**src/rtl/sp_mem_pkg.sv**
```systemverilog
package sp_mem_pkg;

  typedef enum logic [2:0] {
    ST_CMD, ST_ADDR, ST_WR, ST_RD, ST_RDC, ST_REG, ST_DONE
  } state_e;

  localparam logic [7:0] CMD_RD_SP   = 8'h11;
  localparam logic [7:0] CMD_WR_SP   = 8'h17;
  localparam logic [7:0] CMD_ST_P1   = 8'h22;
  localparam logic [7:0] CMD_ST_P2   = 8'h25;
  localparam logic [7:0] CMD_ST_P3   = 8'h28;
  localparam logic [7:0] CMD_LD_P1   = 8'h71;
  localparam logic [7:0] CMD_LD_P2   = 8'h77;
  localparam logic [7:0] CMD_LD_P3   = 8'h7A;
  localparam logic [7:0] CMD_LOCK    = 8'h43;
  localparam logic [7:0] CMD_UNLOCK  = 8'h44;
  localparam logic [7:0] CMD_RD_REG  = 8'hB2;
  localparam logic [7:0] CMD_CNT_INC = 8'hB5;
  localparam logic [7:0] CMD_CNT_CLR = 8'hB8;
  localparam logic [7:0] CMD_CONV_T  = 8'hD2;
  localparam logic [7:0] CMD_CONV_V  = 8'hB4;

  // reflected x8+x5+x4+1, LSB first
  function automatic logic [7:0] crc8_step(input logic [7:0] c, input logic [7:0] d);
    logic [7:0] r;
    logic fb;
    r = c;
    for (int i = 0; i < 8; i++) begin
      fb = r[0] ^ d[i];
      r  = r >> 1;
      if (fb) r = r ^ 8'h8C;
    end
    return r;
  endfunction

endpackage

```
**src/rtl/page_bank.sv**
```systemverilog
module page_bank #(
  parameter int BYTES = 8
) (
  input  logic       clk_i,
  input  logic       rst_ni,
  input  logic       sp_we_i,
  input  logic [4:0] off_i,
  input  logic [7:0] wdata_i,
  input  logic       to_back_i,
  input  logic       from_back_i,
  output logic [7:0] rdata_o
);
  logic [7:0] spad_q [BYTES];
  logic [7:0] back_q [BYTES];

  always_ff @(posedge clk_i or negedge rst_ni) begin
    if (!rst_ni) begin
      for (int i = 0; i < BYTES; i++) begin
        spad_q[i] <= '0;
        back_q[i] <= '0;
      end
    end else begin
      for (int i = 0; i < BYTES; i++) begin
        if (from_back_i) spad_q[i] <= back_q[i];
        else if (sp_we_i && off_i == 5'(i)) spad_q[i] <= wdata_i;
        if (to_back_i) back_q[i] <= spad_q[i];
      end
    end
  end

  always_comb begin
    rdata_o = 8'hFF;
    for (int i = 0; i < BYTES; i++)
      if (off_i == 5'(i)) rdata_o = spad_q[i];
  end
endmodule

```
**src/rtl/nv_busy.sv**
```systemverilog
module nv_busy #(
  parameter int CYC = 2000
) (
  input  logic clk_i,
  input  logic rst_ni,
  input  logic start_i,
  output logic busy_o
);
  localparam int CW = $clog2(CYC + 1);
  logic [CW-1:0] cnt_q;

  always_ff @(posedge clk_i or negedge rst_ni) begin
    if (!rst_ni)                      cnt_q <= '0;
    else if (start_i && cnt_q == '0)  cnt_q <= CW'(CYC);
    else if (cnt_q != '0)             cnt_q <= cnt_q - 1'b1;
  end

  assign busy_o = (cnt_q != '0);
endmodule

```
**src/rtl/sp_mem_ctrl.sv**
```systemverilog
module sp_mem_ctrl import sp_mem_pkg::*; #(
  parameter int          P1_BYTES    = 24,
  parameter int          P2_BYTES    = 8,
  parameter int          P3_BYTES    = 8,
  parameter int          NV_BUSY_CYC = 2000,
  parameter int          CYC_W       = 16,
  parameter logic [15:0] MFG_ID      = 16'h5A3C
) (
  input  logic        clk_i,
  input  logic        rst_ni,
  input  logic        frame_rst_i,
  input  logic        wr_valid_i,
  input  logic [7:0]  wr_data_i,
  input  logic        rd_req_i,
  output logic        rd_valid_o,
  output logic [7:0]  rd_data_o,
  input  logic        t_done_i,
  input  logic [15:0] t_value_i,
  input  logic        v_done_i,
  input  logic [15:0] v_value_i
);
  localparam int PAGES = 3;

  state_e           state_q;
  logic [7:0]       addr_q, crc_q, rd_byte, reg_byte, sp_byte, status_b;
  logic             lock_q, tb_q, adb_q, nvb, nv_start;
  logic [15:0]      temp_q, volt_q, cyc16;
  logic [CYC_W-1:0] cyc_q;
  logic [PAGES-1:0] sp_we, to_back, from_back;
  logic [7:0]       pg_rdata [4];
  logic             cmd_fire, addr_end, reg_stop;

  assign cmd_fire = (state_q == ST_CMD) && wr_valid_i && !frame_rst_i;
  assign addr_end = (addr_q[4:0] == 5'h1F);

  for (genvar g = 0; g < PAGES; g++) begin : g_page
    localparam int NB = (g == 0) ? P1_BYTES : (g == 1) ? P2_BYTES : P3_BYTES;
    assign sp_we[g] = (state_q == ST_WR) && wr_valid_i && !frame_rst_i &&
                      (addr_q[6:5] == 2'(g));
    page_bank #(.BYTES(NB)) u_bank (
      .clk_i, .rst_ni,
      .sp_we_i    (sp_we[g]),
      .off_i      (addr_q[4:0]),
      .wdata_i    (wr_data_i),
      .to_back_i  (to_back[g]),
      .from_back_i(from_back[g]),
      .rdata_o    (pg_rdata[g])
    );
  end
  assign pg_rdata[3] = 8'hFF;

  always_comb begin
    to_back = '0; from_back = '0; nv_start = 1'b0;
    if (cmd_fire) begin
      case (wr_data_i)
        CMD_ST_P1: if (!nvb && !lock_q) begin to_back[0] = 1'b1; nv_start = 1'b1; end
        CMD_ST_P2: if (!nvb) begin to_back[1] = 1'b1; nv_start = 1'b1; end
        CMD_ST_P3: to_back[2] = 1'b1;
        CMD_LD_P1: from_back[0] = 1'b1;
        CMD_LD_P2: from_back[1] = 1'b1;
        CMD_LD_P3: from_back[2] = 1'b1;
        CMD_LOCK, CMD_UNLOCK, CMD_CNT_INC, CMD_CNT_CLR: nv_start = !nvb;
        default: ;
      endcase
    end
  end

  nv_busy #(.CYC(NV_BUSY_CYC)) u_busy (
    .clk_i, .rst_ni, .start_i(nv_start), .busy_o(nvb)
  );

  assign cyc16    = 16'(cyc_q);
  assign status_b = {4'b0000, adb_q, lock_q, nvb, tb_q};
  assign sp_byte  = pg_rdata[addr_q[6:5]];
  assign reg_stop = addr_end || addr_q == 8'h63 || addr_q == 8'h78 || addr_q == 8'h83;

  always_comb begin
    case (addr_q)
      8'h60:   reg_byte = temp_q[7:0];
      8'h61:   reg_byte = temp_q[15:8];
      8'h62:   reg_byte = status_b;
      8'h77:   reg_byte = volt_q[7:0];
      8'h78:   reg_byte = volt_q[15:8];
      8'h80:   reg_byte = MFG_ID[7:0];
      8'h81:   reg_byte = MFG_ID[15:8];
      8'h82:   reg_byte = cyc16[7:0];
      8'h83:   reg_byte = cyc16[15:8];
      default: reg_byte = 8'hFF;
    endcase
    case (state_q)
      ST_RD:   rd_byte = sp_byte;
      ST_RDC:  rd_byte = crc_q;
      ST_REG:  rd_byte = reg_byte;
      default: rd_byte = 8'hFF;
    endcase
  end

  always_ff @(posedge clk_i or negedge rst_ni) begin
    if (!rst_ni) begin
      state_q    <= ST_CMD;
      addr_q     <= '0;
      crc_q      <= '0;
      lock_q     <= 1'b0;
      tb_q       <= 1'b0;
      adb_q      <= 1'b0;
      temp_q     <= '0;
      volt_q     <= '0;
      cyc_q      <= '0;
      rd_valid_o <= 1'b0;
      rd_data_o  <= 8'hFF;
    end else begin
      rd_valid_o <= rd_req_i;
      if (rd_req_i) rd_data_o <= rd_byte;

      if (tb_q && t_done_i) begin temp_q <= t_value_i; tb_q <= 1'b0; end
      if (adb_q && v_done_i) begin volt_q <= v_value_i; adb_q <= 1'b0; end

      if (cmd_fire) begin
        case (wr_data_i)
          CMD_LOCK:    if (!nvb) lock_q <= 1'b1;
          CMD_UNLOCK:  if (!nvb) lock_q <= 1'b0;
          CMD_CNT_INC: if (!nvb && cyc_q != '1) cyc_q <= cyc_q + 1'b1;
          CMD_CNT_CLR: if (!nvb) cyc_q <= '0;
          CMD_CONV_T:  if (!tb_q && !adb_q) tb_q <= 1'b1;
          CMD_CONV_V:  if (!tb_q && !adb_q) adb_q <= 1'b1;
          default: ;
        endcase
      end

      if (frame_rst_i) begin
        state_q <= ST_CMD;
      end else begin
        case (state_q)
          ST_CMD: if (wr_valid_i) begin
            addr_q <= wr_data_i;
            if (wr_data_i == CMD_RD_SP || wr_data_i == CMD_WR_SP || wr_data_i == CMD_RD_REG)
              state_q <= ST_ADDR;
            else
              state_q <= ST_DONE;
          end
          ST_ADDR: if (wr_valid_i) begin
            addr_q <= wr_data_i;
            crc_q  <= '0;
            if (addr_q == CMD_RD_REG)  state_q <= ST_REG;
            else if (wr_data_i >= 8'h60) state_q <= ST_DONE;
            else state_q <= (addr_q == CMD_RD_SP) ? ST_RD : ST_WR;
          end
          ST_WR: if (wr_valid_i) begin
            addr_q <= addr_q + 1'b1;
            if (addr_end) state_q <= ST_DONE;
          end
          ST_RD: if (rd_req_i) begin
            crc_q  <= crc8_step(crc_q, sp_byte);
            addr_q <= addr_q + 1'b1;
            if (addr_end) state_q <= ST_RDC;
          end
          ST_RDC: if (rd_req_i) state_q <= ST_DONE;
          ST_REG: if (rd_req_i) begin
            addr_q <= addr_q + 1'b1;
            if (reg_stop) state_q <= ST_DONE;
          end
          default: ;
        endcase
      end
    end
  end
endmodule

```
**config.mk**
```make
export PLATFORM = sky130hd
export DESIGN_NAME = sp_mem_ctrl
export DESIGN_NICKNAME = d
export VERILOG_FILES = /design/src/rtl/sp_mem_pkg.sv /design/src/rtl/page_bank.sv /design/src/rtl/nv_busy.sv /design/src/rtl/sp_mem_ctrl.sv
export SDC_FILE = /design/constraint.sdc
export NUM_CORES = 1
export LEC_CHECK = 0
export CORE_MARGIN = 1.5
export CORE_UTILIZATION = 33
export CTS_CLUSTER_DIAMETER = 120
export DETAILED_ROUTE_END_ITERATION = 7
export HOLD_SLACK_MARGIN = 0.1
export PLACE_DENSITY = 0.45
export SETUP_SLACK_MARGIN = 0.1
export SYNTH_ARGS = -nofsm -noshare
export SYNTH_HDL_FRONTEND = slang
export SYNTH_SLANG_ARGS = --single-unit
```
**constraint.sdc**
```tcl
create_clock -name clk_i -period 4.15 [get_ports clk_i]
set_clock_uncertainty 0.1 [all_clocks]
set_input_delay 0.6225 -clock clk_i [delete_from_list [all_inputs] [get_ports clk_i]]
set_output_delay 0.6225 -clock clk_i [all_outputs]
set_load 0.05 [all_outputs]
```
==> results.ini, run 1 <==
[clock_tree]
root_buffer=clkbuf_16
clock_path_buffers=3
htree_levels=3
clock-sinks=730
clk_pin_slew_ns=0.07
worstSkewPairLatency_ns=0.68
cts_made_buffers=87
cts_tree=built

[power_and_ir_drop]
p_int_mw=13.7
swShare=0.314
p_leak_nw=19.9
p_switching_mw=6.27
powerDensity_nw_per_um2=472
clockPowerShare=0.390
power.share.sequential=0.389
p_comb_frac=0.221
vdd_ir_drop_max_uv=277

[cells_and_area]
nets=3581
area_growth_pct=18.4
final_core_util=0.395
n_antenna_cell=0
layout_common_cells=dfrtp_1 (717), nor2_1 (414), mux2_2 (344)
design_area_um2=42300
fillers=10500
final_common_cell=dfrtp_1
drive_gt1_frac=0.223

[yosys]
ys_async_sr_fraction=1.00
yosysTopAreaCell=dfrtp_1
synth_area_um2=35700
ys_seq_area_frac=0.512
synth-seq-cells=730
synthDistinctLibCells=92
syn_avg_cell_area_um2=10.5
synth_enable_flop_cells=0
synth_ff_type=dfrtp_1
synth_top_area_frac=0.506
synthTopCellsByArea=dfrtp_1 (51%), mux2_2 (11%), mux2i_1 (5.3%)
synth_fp_nets=3457
ys.warnings.count=0
syn_inst=3402

[sta]
slew_violations=0
period_share=0.965
final.setup.worst_slack_ns=0.146
maxSlewHeadroom=0.290
fmax_mhz=250
layout_min_cycle_time_ns=4.00
setup_viol=0
rsz0062_at_grt=true
totalNegativeSetupSlack_ns=0
worst_slew_pin_slew_ns=1.06
hold_viol=0

[worst_setup_path]
crit_path_end_kind=flip-flop
arrival_ns=4.46
critPathMaxFanout=19
crit_path_start_kind=flip-flop
crit_type=reg -> reg
required_ns=4.61

[routing]
dr.pass1.iters=6
antenna_left=0
drc=0
routed_via_density=5.71
wl_per_cell_um=26.7
drt_iter0_markers=2494
routed_wl_mm=133
num_vias=28500

[global_routing]
grt_overflow=0
antenna_found_initial=4
grt_first_pass_wirelength_mm=199
track_usage=0.239
grt_pass1_vias=28900
grt_max_degree=137

[floorplanning]
io_pins=56
die_y_um=332
num_rows=120
start_util=0.333
die_w_um=332
die_area_um2=110000
core_area_um2=107000

[placement]
placed_area_um2=39000
gp_congestion=0.945
pre_cts_ws_ns=0.00632
dp_hpwl_mm=91.5
port_buffers=55

[job]
drv_cap=0

[run_status]
outcome=completed

[worst_hold_path]
hold_path.class=in -> reg

-- worst paths after layout --
check | slack (ns) | start | depth (start not counted) | endpoint
setup / recovery | 0.15 | addr_q[0]$_DFFE_PN0P_ | 13 | crc_q[7]$_DFFE_PN0P_
hold / removal | 0.23 | wr_data_i[6] | 4 | adb_q$_DFF_PN0_
setup reg to reg | 0.15 | addr_q[0]$_DFFE_PN0P_ | 13 | crc_q[7]$_DFFE_PN0P_
hold reg to reg | 0.38 | g_page[2].u_bank.back_q[53]$_DFFE_PN0P_ | 2 | g_page[2].u_bank.spad_q[53]$_DFFE_PN0P_
max in group asynchronous | 2.29 | rst_ni | 3 | g_page[0].u_bank.back_q[115]$_DFFE_PN0P_
min in group asynchronous | 0.41 | rst_ni | 2 | g_page[2].u_bank.back_q[45]$_DFFE_PN0P_
-- registers in the layout (all words and copies together), names as in the netlist --
| name | flops |
|---|---|
| rd_data_o | 8 |
| addr_q | 8 |
| u_busy.cnt_q | 11 |
| temp_q | 16 |
| crc_q | 8 |
| tb_q | 1 |
| rd_valid_o | 1 |
| adb_q | 1 |
| volt_q | 16 |
| state_q | 3 |
| lock_q | 1 |
| g_page.u_bank.back_q | 320 |
| cyc16 | 16 |
| g_page.u_bank.spad_q | 320 |
-- metal layers --
metal	vias to the layer above	global-route usage	share of wire	routed length, um
met1	14700	0.332	0.45	60200
li1	12600	-	-	-
met3	233	0.0356	0.054	7160
met5	-	0	0.000097	13
met2	957	0.380	0.46	61500
met4	2	0.0818	0.034	4560
-- cell usage after synthesis, drive strengths merged (49+ instances only) --
master / count
a21oi: 260
a22oi: 50
clkbuf: 205
dfrtp: 722
inv: 49
mux2: 344
mux2i: 188
nand2: 242
nor2: 420
o21ai: 167
o22a: 61
-- cells by family (layout without fill, tap and decap cells) --
| family | after synthesis | count (layout) | share of synthesized area |
|---|---|---|---|
| AOI/OAI and AO/OA | 840 | 840 | 0.156 |
| DFF | 730 | 730 | 0.512 |
| and+or+nand+nor | 968 | 968 | 0.127 |
| muxes | 532 | 532 | 0.161 |
| xor gates and xnor gates | 26 | 26 | 0.00872 |
| buffers and inverters | 298 | 490 | 0.0332 |
| adders and majority gates | 8 | 8 | 0.00280 |
-- repair_timing --
item | in CTS | in global routing
gates resized for setup | 3 | 64
pin swaps | 1 | 17
setup buffers | 2 | 10
gates cloned | 0 | 2
hold endpoints to repair | 46 | 0
hold buffers | 1 | 0
setup endpoints to repair | 6 | 10
-- power groups by stage --
stage | logic [mW] | registers (mW) | clock network (mW)
after global placement | 4.02 | 7.88 | 0
after detailed placement | 4.06 | 7.89 | 0
after floorplan | 2.29 | 7.70 | 0
final | 4.41 | 7.77 | 7.79
after CTS | 4.09 | 7.76 | 7.98
after global routing | 4.66 | 7.79 | 8.24
-- through the flow --
stage          hold slack [ns]  power, mW  std cells
2_1_floorplan            0.227       10.0       3402
4_1_cts                  0.177       19.8       4985
5_1_grt                  0.250       20.7       4997
3_5_place_dp             0.366       11.9       4825
3_3_place_gp             0.356       11.9       4825
6_report                 0.226       20.0       4997
-- layout make-up --
cell class | count | area, um^2 | share of cell area
inverters | 51 | 191 | 0.00453
clock buffers | 131 | 2560 | 0.0606
clock inverters | 26 | 328 | 0.00775
repair buffers | 282 | 2600 | 0.0615
flip-flops and latches | 730 | 18300 | 0.432
well taps | 1403 | 1760 | 0.0415
multi-input cells | 2374 | 16600 | 0.392
-- critical path, cell delays in order (launching register included) --
cell and delay [ns]:
dfrtp_2 0.42, buf_4 0.15, ha_4 0.19, buf_12 0.16
nor2b_1 0.14, o32ai_2 0.30, a211oi_2 0.15, a2111o_1 0.46
a21bo_2 0.28, a221oi_4 0.38, xnor3_1 0.43, xor2_1 0.17
a221o_1 0.30, a22o_1 0.22
(Power assumes the default switching activity.)
==> run 2: changes to the inputs <==
--- a/config.mk
+++ b/config.mk
@@ -11,6 +11,7 @@
 export DETAILED_ROUTE_END_ITERATION = 7
 export HOLD_SLACK_MARGIN = 0.1
 export PLACE_DENSITY = 0.45
+export RECOVER_POWER = 50
 export SETUP_SLACK_MARGIN = 0.1
 export SYNTH_ARGS = -nofsm -noshare
 export SYNTH_HDL_FRONTEND = slang
==> results.ini, run 2 (synthesis results as in run 1) <==
[worst_setup_path]
cp_top_family=compound AO/OA/AOI/OAI gates
critPathSlowestCell=a2111o_1
worstRegToRegCells=13
r2r-start=addr_q[0]$_DFFE_PN0P_
required_ns=4.61
crit_buf_inv=2
arrival_ns=4.47
rrSetupSlack_ns=0.15
critPathMaxStageDelay_ns=0.46
crit_type=reg -> reg
path_depth=13
reg2reg_to=crc_q[7]$_DFFE_PN0P_
path_cells=buf_4, ha_4, buf_12, nor2b_1, o32ai_2, a211oi_2, a2111o_1, a21bo_2, a221oi_4, xnor3_1, xor2_1, a221o_1, a22o_1
crit_path_end_kind=flip-flop
critPathMaxFanout=19
crit_path_start_kind=flip-flop

[routing]
antenna_left=0
routed_via_density=5.71
dr.pass1.iters=7
num_vias=28500
drc=0
drt_iter0_markers=2445
wl_per_cell_um=26.7
routed_wl_mm=133

[global_routing]
grt_use_met3=0.0356
grt_overflow=0
grt_pass1_vias=28900
track_usage=0.239
grt-busiest-layer=met2
grt_first_pass_wirelength_mm=199
use_met2=0.380
grt_util_met1=0.332
antenna_found_initial=4
grt_max_degree=137

[power_and_ir_drop]
vdd_ir_drop_max_uv=277
powerDensity_nw_per_um2=472
clockPowerShare=0.390
p_switching_mw=6.25
p_int_mw=13.7
power.share.sequential=0.389
p_leak_nw=19.9
total_power_mw=20.0
swShare=0.313
p_comb_frac=0.221

[floorplanning]
die_w_um=332
die_y_um=332
io_pins=56
core_area_um2=107000
num_rows=120
start_util=0.333
die_area_um2=110000

[cells_and_area]
final_common_cell=dfrtp_1
nets=3581
n_antenna_cell=0
area_growth_pct=18.4
layout_common_cells=dfrtp_1 (717), nor2_1 (414), mux2_2 (344)
largestRegisters=g_page.u_bank.back_q (320), g_page.u_bank.spad_q (320)
drive_gt1_frac=0.223
fillers=10500

[clock_tree]
worstSkewPairLatency_ns=0.68
root_buffer=clkbuf_16
htree_levels=3
clock-sinks=730
cts_tree=built
cts_made_buffers=87
clk_pin_slew_ns=0.07
clock_path_buffers=3

[sta]
worst_slew_pin_slew_ns=3.04
slew_violations=50
rsz0062_at_grt=true
fmax_mhz=250
totalNegativeSetupSlack_ns=0
maxSlewHeadroom=-1.03
hold_viol=0
setup_viol=0
period_share=0.965
layout_min_cycle_time_ns=4.00

[run_status]
violations=max-capacitance violations, max-slew violations
outcome=finished with violations

[worst_hold_path]
whs_path_depth=4
hold_start=wr_data_i[6]
hold_path.class=in -> reg
min_delay_worst_endpoint=adb_q$_DFF_PN0_

[job]
drv_cap=1

[placement]
port_buffers=55
dp_hpwl_mm=91.5
gp_congestion=0.945

## run 2: timing repair
action | 4_1_cts | 5_1_grt
endpoints found under the setup margin | 6 | 10
cloned | 0 | 2
hold buffers | 1 | 0
pin swaps | 1 | 17
hold endpoints to repair | 46 | 0
buffers inserted | 2 | 10
gates resized for setup | 3 | 64
## run 2: worst reg2reg max path: stages (launching register included)
cell and delay [ns]:
dfrtp_2 0.42, buf_4 0.15, ha_4 0.19, buf_12 0.16, nor2b_1 0.16, o32ai_2 0.30
a211oi_2 0.15, a2111o_1 0.47, a21bo_2 0.28, a221oi_4 0.38, xnor3_1 0.43, xor2_1 0.17
a221o_1 0.30, a22o_1 0.22
## run 2: worst max-delay path by stage
stage,start,to
2_1_floorplan,addr_q[0]$_DFFE_PN0P_,crc_q[7]$_DFFE_PN0P_
3_3_place_gp,addr_q[1]$_DFFE_PN0P_,crc_q[2]$_DFFE_PN0P_
3_5_place_dp,addr_q[1]$_DFFE_PN0P_,crc_q[7]$_DFFE_PN0P_
4_1_cts,addr_q[0]$_DFFE_PN0P_,crc_q[7]$_DFFE_PN0P_
5_1_grt,rst_ni,g_page[0].u_bank.back_q[29]$_DFFE_PN0P_
6_report,addr_q[0]$_DFFE_PN0P_,crc_q[7]$_DFFE_PN0P_
## run 2: power groups by stage
stage,clock network (mW),logic [mW],registers (mW)
after global routing,8.24,4.66,7.79
after CTS,7.98,4.09,7.76
after floorplan,0,2.29,7.70
after detailed placement,0,4.06,7.89
final,7.78,4.41,7.77
after global placement,0,4.02,7.88
## run 2: final cells by class
| class | count | area (um^2) | area share |
|---|---|---|---|
| tap | 1403 | 1760 | 0.0415 |
| multi-input combinational | 2374 | 16600 | 0.392 |
| sequential | 730 | 18300 | 0.432 |
| clock inverter | 26 | 328 | 0.00775 |
| inverter | 51 | 191 | 0.00453 |
| clock buffer | 131 | 2560 | 0.0606 |
| timing repair buffer | 282 | 2590 | 0.0613 |
## run 2: stage by stage
stage / std cells / worst slack (ns) / hold slack [ns] / util / cell area [um^2]
2_1_floorplan: 3402 / 0.376 / 0.227 / - / 35700
3_3_place_gp: 4825 / 0.0359 / 0.356 / 0.364 / 39000
3_5_place_dp: 4825 / 0.00632 / 0.366 / 0.364 / 39000
4_1_cts: 4985 / 0.0462 / 0.177 / 0.391 / 41900
5_1_grt: 4997 / 0.0523 / 0.250 / 0.395 / 42300
6_report: 4997 / 0.146 / 0.225 / 0.395 / 42300
## run 2: per-layer routing
metal	up-vias	routed length (um)	part of all wire
li1	12600	-	-
met1	14700	60000	0.45
met2	924	61600	0.46
met3	230	7230	0.054
met4	4	4560	0.034
met5	-	23	0.00017
